===== config.mk =====
export PLATFORM = sky130hd
export DESIGN_NAME = can_mb_bank
export DESIGN_NICKNAME = d
export VERILOG_FILES = /design/src/rtl/can_mb_pkg.sv /design/src/rtl/can_mb_match.sv /design/src/rtl/can_mb_hold.sv /design/src/rtl/can_mb_lock.sv /design/src/rtl/can_mb_bank.sv
export SDC_FILE = /design/constraint.sdc
export NUM_CORES = 2
export LEC_CHECK = 0
export ABC_CLOCK_PERIOD_IN_PS = 11430
export BUFFER_PORTS_ARGS = -buffer_cell sky130_fd_sc_hd__buf_2
export CAP_MARGIN = 5
export CORE_ASPECT_RATIO = 1.1
export CORE_UTILIZATION = 55
export CTS_CLUSTER_SIZE = 24
export DETAILED_ROUTE_END_ITERATION = 10
export GPL_TIMING_DRIVEN = 0
export HOLD_SLACK_MARGIN = 0.03
export PLACE_DENSITY = 0.71
export SLEW_MARGIN = 20
export SYNTH_ARGS = -nofsm -noshare
export SYNTH_HDL_FRONTEND = slang
export SYNTH_SLANG_ARGS = --single-unit

===== constraint.sdc =====
create_clock -name clk -period 11.43 [get_ports clk]
set_input_delay 0 -clock clk [delete_from_list [all_inputs] [get_ports clk]]
set_output_delay 0 -clock clk [all_outputs]
set_load 0.03 [all_outputs]

===== src/rtl/can_mb_pkg.sv =====
package can_mb_pkg;
  localparam logic [3:0] CODE_INACTIVE = 4'b0000;
  localparam logic [3:0] CODE_EMPTY    = 4'b0100;
  localparam logic [3:0] CODE_FULL     = 4'b0010;
  localparam logic [3:0] CODE_OVERRUN  = 4'b0110;
  localparam int         DATA_W        = 64;
  localparam int         LEN_W         = 4;

  // Code a mailbox takes after a store, given its code before it.
  function automatic logic [3:0] code_after_store(input logic [3:0] prev);
    return (prev == CODE_FULL || prev == CODE_OVERRUN) ? CODE_OVERRUN : CODE_FULL;
  endfunction
endpackage


===== src/rtl/can_mb_match.sv =====
module can_mb_match #(
  parameter int NUM   = 16,
  parameter int ID_W  = 11,
  parameter int IDX_W = 4
) (
  input  logic                clk,
  input  logic                rst_n,
  input  logic [ID_W-1:0]     cand_id,
  input  logic [ID_W-1:0]     mask,
  input  logic [NUM-1:0]      active,
  input  logic [NUM*ID_W-1:0] ids,
  output logic                hit,
  output logic [IDX_W-1:0]    idx
);
  logic [NUM-1:0] hitv;

  for (genvar k = 0; k < NUM; k++) begin : g_cmp
    assign hitv[k] = active[k] && (((ids[k*ID_W +: ID_W] ^ cand_id) & mask) == '0);
  end

  always_comb begin
    idx = '0;
    for (int k = NUM - 1; k >= 0; k--) begin
      if (hitv[k]) idx = IDX_W'(k);
    end
  end
  assign hit = |hitv;

  // the chosen mailbox is always an active one
  assert_hit_active_R3: assert property (@(posedge clk) disable iff (!rst_n)
    hit |-> active[idx]);
endmodule


===== src/rtl/can_mb_hold.sv =====
module can_mb_hold #(
  parameter int FW = 79
) (
  input  logic          clk,
  input  logic          rst_n,
  input  logic          in_valid,
  input  logic [FW-1:0] in_frame,
  output logic          in_ready,
  input  logic          blocked,
  output logic          cand_valid,
  output logic [FW-1:0] cand_frame
);
  logic          held_q;
  logic [FW-1:0] park_q;

  assign in_ready   = !held_q;
  assign cand_valid = held_q || in_valid;
  assign cand_frame = held_q ? park_q : in_frame;

  always_ff @(posedge clk) begin
    if (!rst_n) begin
      held_q <= 1'b0;
      park_q <= '0;
    end else if (!held_q && in_valid && blocked) begin
      held_q <= 1'b1;
      park_q <= in_frame;
    end else if (held_q && !blocked) begin
      held_q <= 1'b0;
    end
  end

  // a parked frame stays put while its mailbox is locked
  assert_park_stable_R8: assert property (@(posedge clk) disable iff (!rst_n)
    (held_q && blocked) |=> (held_q && $stable(park_q)));
endmodule


===== src/rtl/can_mb_lock.sv =====
module can_mb_lock #(
  parameter int IDX_W = 4
) (
  input  logic             clk,
  input  logic             rst_n,
  input  logic             cs_rd,
  input  logic [IDX_W-1:0] cs_idx,
  input  logic             tmr_rd,
  output logic             lock_vld,
  output logic [IDX_W-1:0] lock_idx
);
  always_ff @(posedge clk) begin
    if (!rst_n) begin
      lock_vld <= 1'b0;
      lock_idx <= '0;
    end else if (cs_rd) begin
      lock_vld <= 1'b1;
      lock_idx <= cs_idx;
    end else if (tmr_rd) begin
      lock_vld <= 1'b0;
    end
  end

  assert_lock_moves_R7: assert property (@(posedge clk) disable iff (!rst_n)
    cs_rd |=> (lock_vld && lock_idx == $past(cs_idx)));
  assert_lock_release_R7: assert property (@(posedge clk) disable iff (!rst_n)
    (tmr_rd && !cs_rd) |=> !lock_vld);
endmodule


===== src/rtl/can_mb_bank.sv =====
module can_mb_bank
  import can_mb_pkg::*;
#(
  parameter int NUM_MB = 16,
  parameter int ID_W   = 11,
  parameter int TS_W   = 16
) (
  input  logic                        clk,
  input  logic                        rst_n,
  input  logic                        in_valid,
  output logic                        in_ready,
  input  logic [ID_W-1:0]             in_id,
  input  logic [3:0]                  in_len,
  input  logic [63:0]                 in_data,
  input  logic                        cpu_rd,
  input  logic                        cpu_wr,
  input  logic [$clog2(NUM_MB)+2:0]   cpu_addr,
  input  logic [31:0]                 cpu_wdata,
  output logic [31:0]                 cpu_rdata,
  output logic                        irq
);
  localparam int IDX_W = $clog2(NUM_MB);
  localparam int AW    = IDX_W + 3;
  localparam int FW    = ID_W + LEN_W + DATA_W;

  logic [3:0]        code_q  [NUM_MB];
  logic [LEN_W-1:0]  len_q   [NUM_MB];
  logic [TS_W-1:0]   stamp_q [NUM_MB];
  logic [ID_W-1:0]   id_q    [NUM_MB];
  logic [DATA_W-1:0] data_q  [NUM_MB];
  logic [NUM_MB-1:0] iflag_q, imask_q;
  logic [ID_W-1:0]   mask_q;
  logic [TS_W-1:0]   timer_q;

  // CPU decode
  logic             mb_space, reg_space, wr_cs, wr_id, cs_rd, tmr_rd;
  logic [IDX_W-1:0] sel;
  assign mb_space  = !cpu_addr[AW-1];
  assign reg_space = cpu_addr[AW-1] && (cpu_addr[AW-2:2] == '0);
  assign sel       = cpu_addr[AW-2:2];
  assign wr_cs     = cpu_wr && mb_space && cpu_addr[1:0] == 2'd0;
  assign wr_id     = cpu_wr && mb_space && cpu_addr[1:0] == 2'd1;
  assign cs_rd     = cpu_rd && mb_space && cpu_addr[1:0] == 2'd0;
  assign tmr_rd    = cpu_rd && reg_space && cpu_addr[1:0] == 2'd0;

  // Candidate frame and matching
  logic               cand_valid, hit, blocked, store_en, lock_vld;
  logic [FW-1:0]      cand_frame;
  logic [ID_W-1:0]    cand_id;
  logic [LEN_W-1:0]   cand_len;
  logic [DATA_W-1:0]  cand_data;
  logic [IDX_W-1:0]   tgt, lock_idx;
  logic [NUM_MB-1:0]  active;
  logic [NUM_MB*ID_W-1:0] ids_flat;

  assign {cand_id, cand_len, cand_data} = cand_frame;

  for (genvar k = 0; k < NUM_MB; k++) begin : g_act
    assign active[k] = (code_q[k] != CODE_INACTIVE) && !(wr_cs && sel == IDX_W'(k));
    assign ids_flat[k*ID_W +: ID_W] = id_q[k];
  end

  assign blocked  = cand_valid && hit && lock_vld && lock_idx == tgt;
  assign store_en = cand_valid && hit && !blocked;

  can_mb_hold #(.FW(FW)) u_hold (
    .clk, .rst_n, .in_valid, .in_frame({in_id, in_len, in_data}), .in_ready,
    .blocked, .cand_valid, .cand_frame
  );

  can_mb_match #(.NUM(NUM_MB), .ID_W(ID_W), .IDX_W(IDX_W)) u_match (
    .clk, .rst_n, .cand_id, .mask(mask_q), .active, .ids(ids_flat), .hit, .idx(tgt)
  );

  can_mb_lock #(.IDX_W(IDX_W)) u_lock (
    .clk, .rst_n, .cs_rd, .cs_idx(sel), .tmr_rd, .lock_vld, .lock_idx
  );

  // Mailbox storage: CPU writes first, frame store last so it wins on ID
  always_ff @(posedge clk) begin
    for (int k = 0; k < NUM_MB; k++) begin
      if (!rst_n) begin
        code_q[k]  <= CODE_INACTIVE;
        len_q[k]   <= '0;
        stamp_q[k] <= '0;
        id_q[k]    <= '0;
        data_q[k]  <= '0;
      end else begin
        if (wr_cs && sel == IDX_W'(k)) begin
          code_q[k]  <= cpu_wdata[27:24];
          len_q[k]   <= cpu_wdata[19:16];
          stamp_q[k] <= cpu_wdata[TS_W-1:0];
        end
        if (wr_id && sel == IDX_W'(k)) id_q[k] <= cpu_wdata[ID_W-1:0];
        if (store_en && tgt == IDX_W'(k)) begin
          code_q[k]  <= code_after_store(code_q[k]);
          len_q[k]   <= cand_len;
          stamp_q[k] <= timer_q;
          id_q[k]    <= cand_id;
          data_q[k]  <= cand_data;
        end
      end
    end
  end

  // Control registers
  logic [NUM_MB-1:0] clr_mask, set_mask;
  assign clr_mask = (cpu_wr && reg_space && cpu_addr[1:0] == 2'd1) ? cpu_wdata[NUM_MB-1:0] : '0;
  assign set_mask = store_en ? (NUM_MB'(1) << tgt) : '0;

  always_ff @(posedge clk) begin
    if (!rst_n) begin
      iflag_q <= '0;
      imask_q <= '0;
      mask_q  <= '1;
      timer_q <= '0;
    end else begin
      iflag_q <= (iflag_q & ~clr_mask) | set_mask;
      timer_q <= timer_q + 1'b1;
      if (cpu_wr && reg_space && cpu_addr[1:0] == 2'd2) imask_q <= cpu_wdata[NUM_MB-1:0];
      if (cpu_wr && reg_space && cpu_addr[1:0] == 2'd3) mask_q  <= cpu_wdata[ID_W-1:0];
    end
  end

  assign irq = |(iflag_q & imask_q);

  // Read path
  logic        busy;
  logic [31:0] rd_word;
  assign busy = store_en && tgt == sel;

  always_comb begin
    rd_word = '0;
    if (mb_space) begin
      case (cpu_addr[1:0])
        2'd0:    rd_word = {4'b0, code_q[sel] | {3'b0, busy}, 4'b0, len_q[sel], 16'(stamp_q[sel])};
        2'd1:    rd_word = 32'(id_q[sel]);
        2'd2:    rd_word = data_q[sel][31:0];
        default: rd_word = data_q[sel][63:32];
      endcase
    end else if (reg_space) begin
      case (cpu_addr[1:0])
        2'd0:    rd_word = 32'(timer_q);
        2'd1:    rd_word = 32'(iflag_q);
        2'd2:    rd_word = 32'(imask_q);
        default: rd_word = 32'(mask_q);
      endcase
    end
  end

  always_ff @(posedge clk) begin
    if (!rst_n)      cpu_rdata <= '0;
    else if (cpu_rd) cpu_rdata <= rd_word;
  end

  assert_store_flag_R5: assert property (@(posedge clk) disable iff (!rst_n)
    store_en |=> iflag_q[$past(tgt)]);
  assert_store_code_R4: assert property (@(posedge clk) disable iff (!rst_n)
    store_en |=> (code_q[$past(tgt)] == CODE_FULL || code_q[$past(tgt)] == CODE_OVERRUN));
  assert_no_locked_store_R8: assert property (@(posedge clk) disable iff (!rst_n)
    (store_en && lock_vld) |-> (tgt != lock_idx));
endmodule


* Word-level counts from Yosys, hierarchy flattened
Memory sizes are Yosys's and may differ from the RTL's. Cells that the tools add are included.
Operators by class: add/sub/neg operators 1, $mul 0, div/mod/pow operators 0, order comparisons 0, equality and inequality tests 67, shift operators 1, multiplexer cells 332, bitwise operators 181, reduce and logical (&&, ||, !) cells 175
Operator list (count):
- two-way mux 64 bit | 16
- two-way mux 16 bit | 35
- two-way mux 11 bit | 32
- two-way mux 4 bit | 80
- bitwise AND 11 bit | 16
- zero test 11 bit | 16
- bitwise XOR 11 bit | 16
- two-way mux 1 bit | 149
- bitwise OR 1 bit | 144
- logical AND 1 bit | 100
- == test 4 x 3 -> 1 bit, second input constant | 24
- one-hot mux 32 bit (3 select lines) | 1
- == test 4 x 2 -> 1 bit, second input constant | 20
- two-way mux 79 bit | 1
- == test 4 bit, second input constant | 16
- nonzero test 4 bit | 16
- two-way mux 3 bit | 16
- one-hot mux 16 bit (3 select lines) | 1
- bitwise AND 16 bit | 2
- two-way mux 32 bit | 1
- OR reduction 16 bit | 2
- zero test 1 bit | 19
- logical OR 1 bit | 17
- adder 16 x 1 -> 16 bit, second input constant | 1
- other kinds (11) | 16
Word-level totals: register bits after elaboration 176, bits in latches 0, memory bits (writable) 1584, bits in read-only memories 0, output and inout port bits 34, word-level logic and storage cells 771, memories 5
Memory list:
- data_q | depth 16, width 64, read ports 1, clocked after Yosys merged registers in 0, wr ports 16, line can_mb_bank.sv:30 | logic [DATA_W-1:0] data_q [NUM_MB];
- stamp_q | depth 16, width 16, read ports 1, clocked after Yosys merged registers in 0, wr ports 16, line can_mb_bank.sv:28 | logic [TS_W-1:0] stamp_q [NUM_MB];
- id_q | depth 16, width 11, read ports 17, clocked after Yosys merged registers in 0, wr ports 16, line can_mb_bank.sv:29 | logic [ID_W-1:0] id_q [NUM_MB];
- code_q | depth 16, width 4, read ports 17, clocked after Yosys merged registers in 0, wr ports 16, line can_mb_bank.sv:26 | logic [3:0] code_q [NUM_MB];
- len_q | depth 16, width 4, read ports 1, clocked after Yosys merged registers in 0, wr ports 16, line can_mb_bank.sv:27 | logic [LEN_W-1:0] len_q [NUM_MB];

* Logic depth before layout (Yosys ltp)
depth after elaboration 32, depth in mapped cells 21, gate-level depth less buffers 12

* Hierarchy
Synthesis repeated with hierarchy kept, for this count alone.
Unflattened totals: cell total of the unflattened synthesis 6585, area, all modules 86369.1 µm²
By module, submodules not included:
- can_mb_bank | instances 1, cells an instance 5732, area each 79102.1 µm²
- can_mb_hold | instances 1, cells an instance 436, area each 4092.7 µm²
- can_mb_match | instances 1, cells an instance 401, area each 2984.1 µm²
- can_mb_lock | instances 1, cells an instance 16, area each 190.2 µm²

* Least setup slack after synthesis
OpenSTA, ideal clock, no wires.
path type reg-to-reg, start point register u_hold.held_q, end point memory code_q[5][0], enable pin, arrival 8.800 ns, data required time 11.046 ns, slack 2.246 ns, stages on the path, launching flop included 18, path buffers 5, cells stage by stage dfxtp_1 > buf_6 > buf_12 > mux2i_4 > buf_6 > buf_6 > xnor2_1 > nand2_1 > nand4_1 > nor3_1 > nor4_2 > nand2_1 > o31ai_1 > nor3_2 > a311o_1 > buf_2 > o21ai_0 > nand2b_1
RTL lines:
- start, declared | line can_mb_hold.sv:13 | logic held_q;
- start signal, assigned | line can_mb_hold.sv:22 | held_q <= 1'b0;
- start signal, assigned | line can_mb_hold.sv:25 | held_q <= 1'b1;
- start signal, assigned | line can_mb_hold.sv:28 | held_q <= 1'b0;
- end, declared | line can_mb_bank.sv:26

==> impl_results.md <==
* CP bufs+invs at 8
* Area of the multi-input gates at 0.0286 mm²
* Core box area at 0.148 mm²
* Pleak at 33.2 nW
* Initial antenna violation count at 25
* H-tree Lvls at 4
* Fmax at 132 MHz
* Die height at 407 µm
* VDD IR-drop max at 0.000163 V
* Number of fill cells in the layout at 10800
* Synth Area in XOR/XNOR at 0.0192
* Design Power at 14.8 mW
* Yosys top cell area share at 0.579
* WP data arrival at 8.15 ns
* Post-synthesis mux area share at 0.158
* Vias in the first global route at 60800
* CP peak stage delay at 0.78 ns
* PD cells at 154 mW/mm²
* Dominant delay contributor by cell family on the critical path: compound AO/OA/AOI/OAI gates
* Worst path cell trace: buf_6 > buf_12 > mux2i_4 > buf_6 > buf_6 > xnor2_1 > a221oi_1 > nand4_1 > a211oi_1 > nor3_1 > o211a_1 > o21a_1 > xnor2_1 > o21bai_1 > buf_2 > o21ai_4 > buf_12 > buf_16 > nand2b_2 > buf_12
* Final hold slack at 0.0719 ns
* Synth Area in Compound Gates at 0.0671
* CTS max path bufs at 3
* Largest net degree at the start of global routing at 35
* Post-route minimum period at 7.59 ns
* Max-cap violation count at 0
* Mapped Cells at 6011
* Wire length per cell at 40.6 µm
* Slew @ Worst Pin at 1.27 ns
* HPWL after detailed placement at 255000 µm
* Synth area leader: edfxtp_1
* Syn Std Cell Area at 0.0822 mm²
* Post-synth top flop: edfxtp_1
* Startpoint Class: flip-flop
* IO Pins at 157
* Setup Buffers After CTS at 0
* First DRT Iteration DRCs at 12300
* Total CTS buffers at 179
* Worst-path clk slew at 0.06 ns
* DRC viols at 0
* Post_cts resized at 0
* Max FO, Critical Path at 18
* Register area at 0.0511 mm²
* Die ar. at 0.151 mm²
* Routed Antenna Nets at 0
* RSZ-0062 raised after global routing: no
* Slowest cell on crit path: o21ai_4
* Total routed wirelength at 355000 µm
* Worst EP required at 11.99 ns
* Area Growth Syn to Fin at 16.7%
* Layout Skew at 0.0467 ns
* Routability-driven placement congestion ratio at 1.08
* YS warnings at 0
* CTS tree: built
* Pre-Repair DR Iteration Count at 8
* Slew Limit Headroom at 0.128
* Clock Sinks at 1760
* Crit end category: flip-flop
* Fin. max-slew vios at 0
* Mean Syn Cell Area at 13.7 µm²
* Synthesized net count at 6135
* Fraction of layout cells with a size suffix above 1 at 0.199
* Final period util at 0.664
* Total congestion overflow at 0
* Synth Area in Simple Gates at 0.100
* Final setup violation count at 0
* Status: finished, final reports clean
* Die X at 371 µm
* Adder-cell share of the synthesized area at 0.000152
* Async S/R FF share, synth at 0
* I/O Buffers at 145
* DR vias at 63600
* Critical path class: flip-flop to flip-flop
* Hold Vio Cnt, Final at 0
* Placement Setup Slack at 4.35 ns
* Initial Util at 0.555
* Via-per-instance ratio at 7.27
* Clock Tree Root: clkbuf_16
* Number of placement rows at 148
* Synth Register Bits at 1760
* Clk_lat worst skew at 0.89 ns
* Min-delay worst type: primary input to flip-flop
* Total GRT Usage at 0.468
* First-pass GRT wire length at 479000 µm
* Setup TNS at 0 ns
* Worst Slack Setup Final at 3.84 ns
* Number of enable flip-flop cells after synthesis at 1584
* Largest family of logic cells by synthesized area: multiplexers
* Part of the Yosys area used for sequential elements at 0.622
* Yosys cell types at 83
* Top cells by area, synth: edfxtp_1 58%, mux4_2 14%, nor2_1 5.3%
* Final net count at 6746
==> metrics by stage <==
step	cell area, µm²	util	std cells
finish	95900	0.647	8743
global route	95800	0.647	8725
CTS	95800	0.647	8724
detailed placement	87900	0.594	8196
global placement	85300	0.576	8106
floorplan	82200	-	6011
==> area by class of cell <==
type,count,area share
Antenna cell,18,0.000470
Buffer,611,0.0293
Clock buffer,255,0.0522
Clock inverter,79,0.00923
Inverter,11,0.000431
Multi-Input combinational cell,3629,0.298
Sequential cell,1760,0.533
Tap cell,1950,0.0255
Timing Repair Buffer,430,0.0517
==> state kept, by name (all words and copies together) (netlist names), 32 cells and up <==
register,flops
id_q,176
u_hold.park_q,79
len_q,64
code_q,64
data_q,1024
stamp_q,256
cpu_rdata,32
==> report_power, final <==
| part | internal (mW) | switching [mW] |
|---|---|---|
| Clock | 3.37 | 2.67 |
| Sequential | 7.19 | 0.0851 |
| Combinational | 0.529 | 0.942 |
| Total | 11.1 | 3.69 |
==> tightest hold or removal path, stage by stage <==
cell	delay, ns
dlygate4sd3_1	0.53
buf_2	0.21
nand2_1	0.09
a21oi_1	0.05
==> what timing repair did <==
item | in CTS | in global routing
hold endpoints to repair | 1089 | 0
setup endpoints to repair | 0 | 0
hold buffers | 194 | 0
==> cells in the mapped netlist (34+ instances only) <==
| master | count |
|---|---|
| a21oi_1 | 41 |
| a22oi_1 | 72 |
| buf_1 | 80 |
| buf_2 | 111 |
| buf_4 | 34 |
| clkbuf_1 | 367 |
| dfxtp_1 | 176 |
| edfxtp_1 | 1584 |
| mux2i_1 | 107 |
| mux4_2 | 517 |
| nand2_1 | 455 |
| nand2b_1 | 77 |
| nand3_1 | 130 |
| nor2_1 | 1171 |
| o21ai_0 | 142 |
| o22ai_1 | 447 |
| xnor2_1 | 166 |
==> kinds of logic (layout without fill, tap and decap cells) <==
group	Yosys count	after routing
AO/OA/AOI/OAI	827	827
XOR/XNOR	180	180
adder cells (fa/ha/maj)	1	1
buffers and inverters	622	1386
flip-flops	1760	1760
multiplexers	639	639
other	0	18
AND/OR/NAND/NOR	1982	1982
==> placed cells by master (no fill, tap or decap), types with 27 or more instances in the layout <==
master / count
nand2_1: 452
clkbuf_1: 387
dlygate4sd3_1: 194
o21ai_0: 129
nor2_1: 1171
a22oi_1: 72
edfxtp_1: 1584
mux4_2: 517
buf_16: 70
buf_2: 289
buf_1: 35
nand3_1: 127
clkbuf_16: 181
nand2b_1: 64
or3_1: 32
o22ai_1: 447
xnor2_1: 166
nor3_1: 27
mux2i_1: 104
clkbuf_2: 47
a21oi_1: 41
dfxtp_1: 176
buf_4: 35
==> layer usage <==
| layer | vias up | wire, µm | GRT usage |
|---|---|---|---|
| met5 | - | 175 | 0 |
| met4 | 24 | 35800 | 0.368 |
| met2 | 6497 | 153000 | 0.680 |
| li1 | 24100 | - | - |
| met3 | 1663 | 54700 | 0.163 |
| met1 | 31300 | 112000 | 0.569 |
==> final timing paths <==
| check | startpoint | endpoint | slack (ns) | cells past startpoint |
|---|---|---|---|---|
| setup / recovery | u_hold.held_q | stamp_q[6][0] | 3.84 | 20 |
| hold / removal | cpu_wdata[12] | imask_q[12] | 0.07 | 4 |
| setup reg to reg | u_hold.held_q | stamp_q[6][0] | 3.84 | 20 |
| hold reg to reg | u_hold.park_q[0] | u_hold.park_q[0] | 0.48 | 2 |
Note: power is estimated with default switching activity, not from simulation.
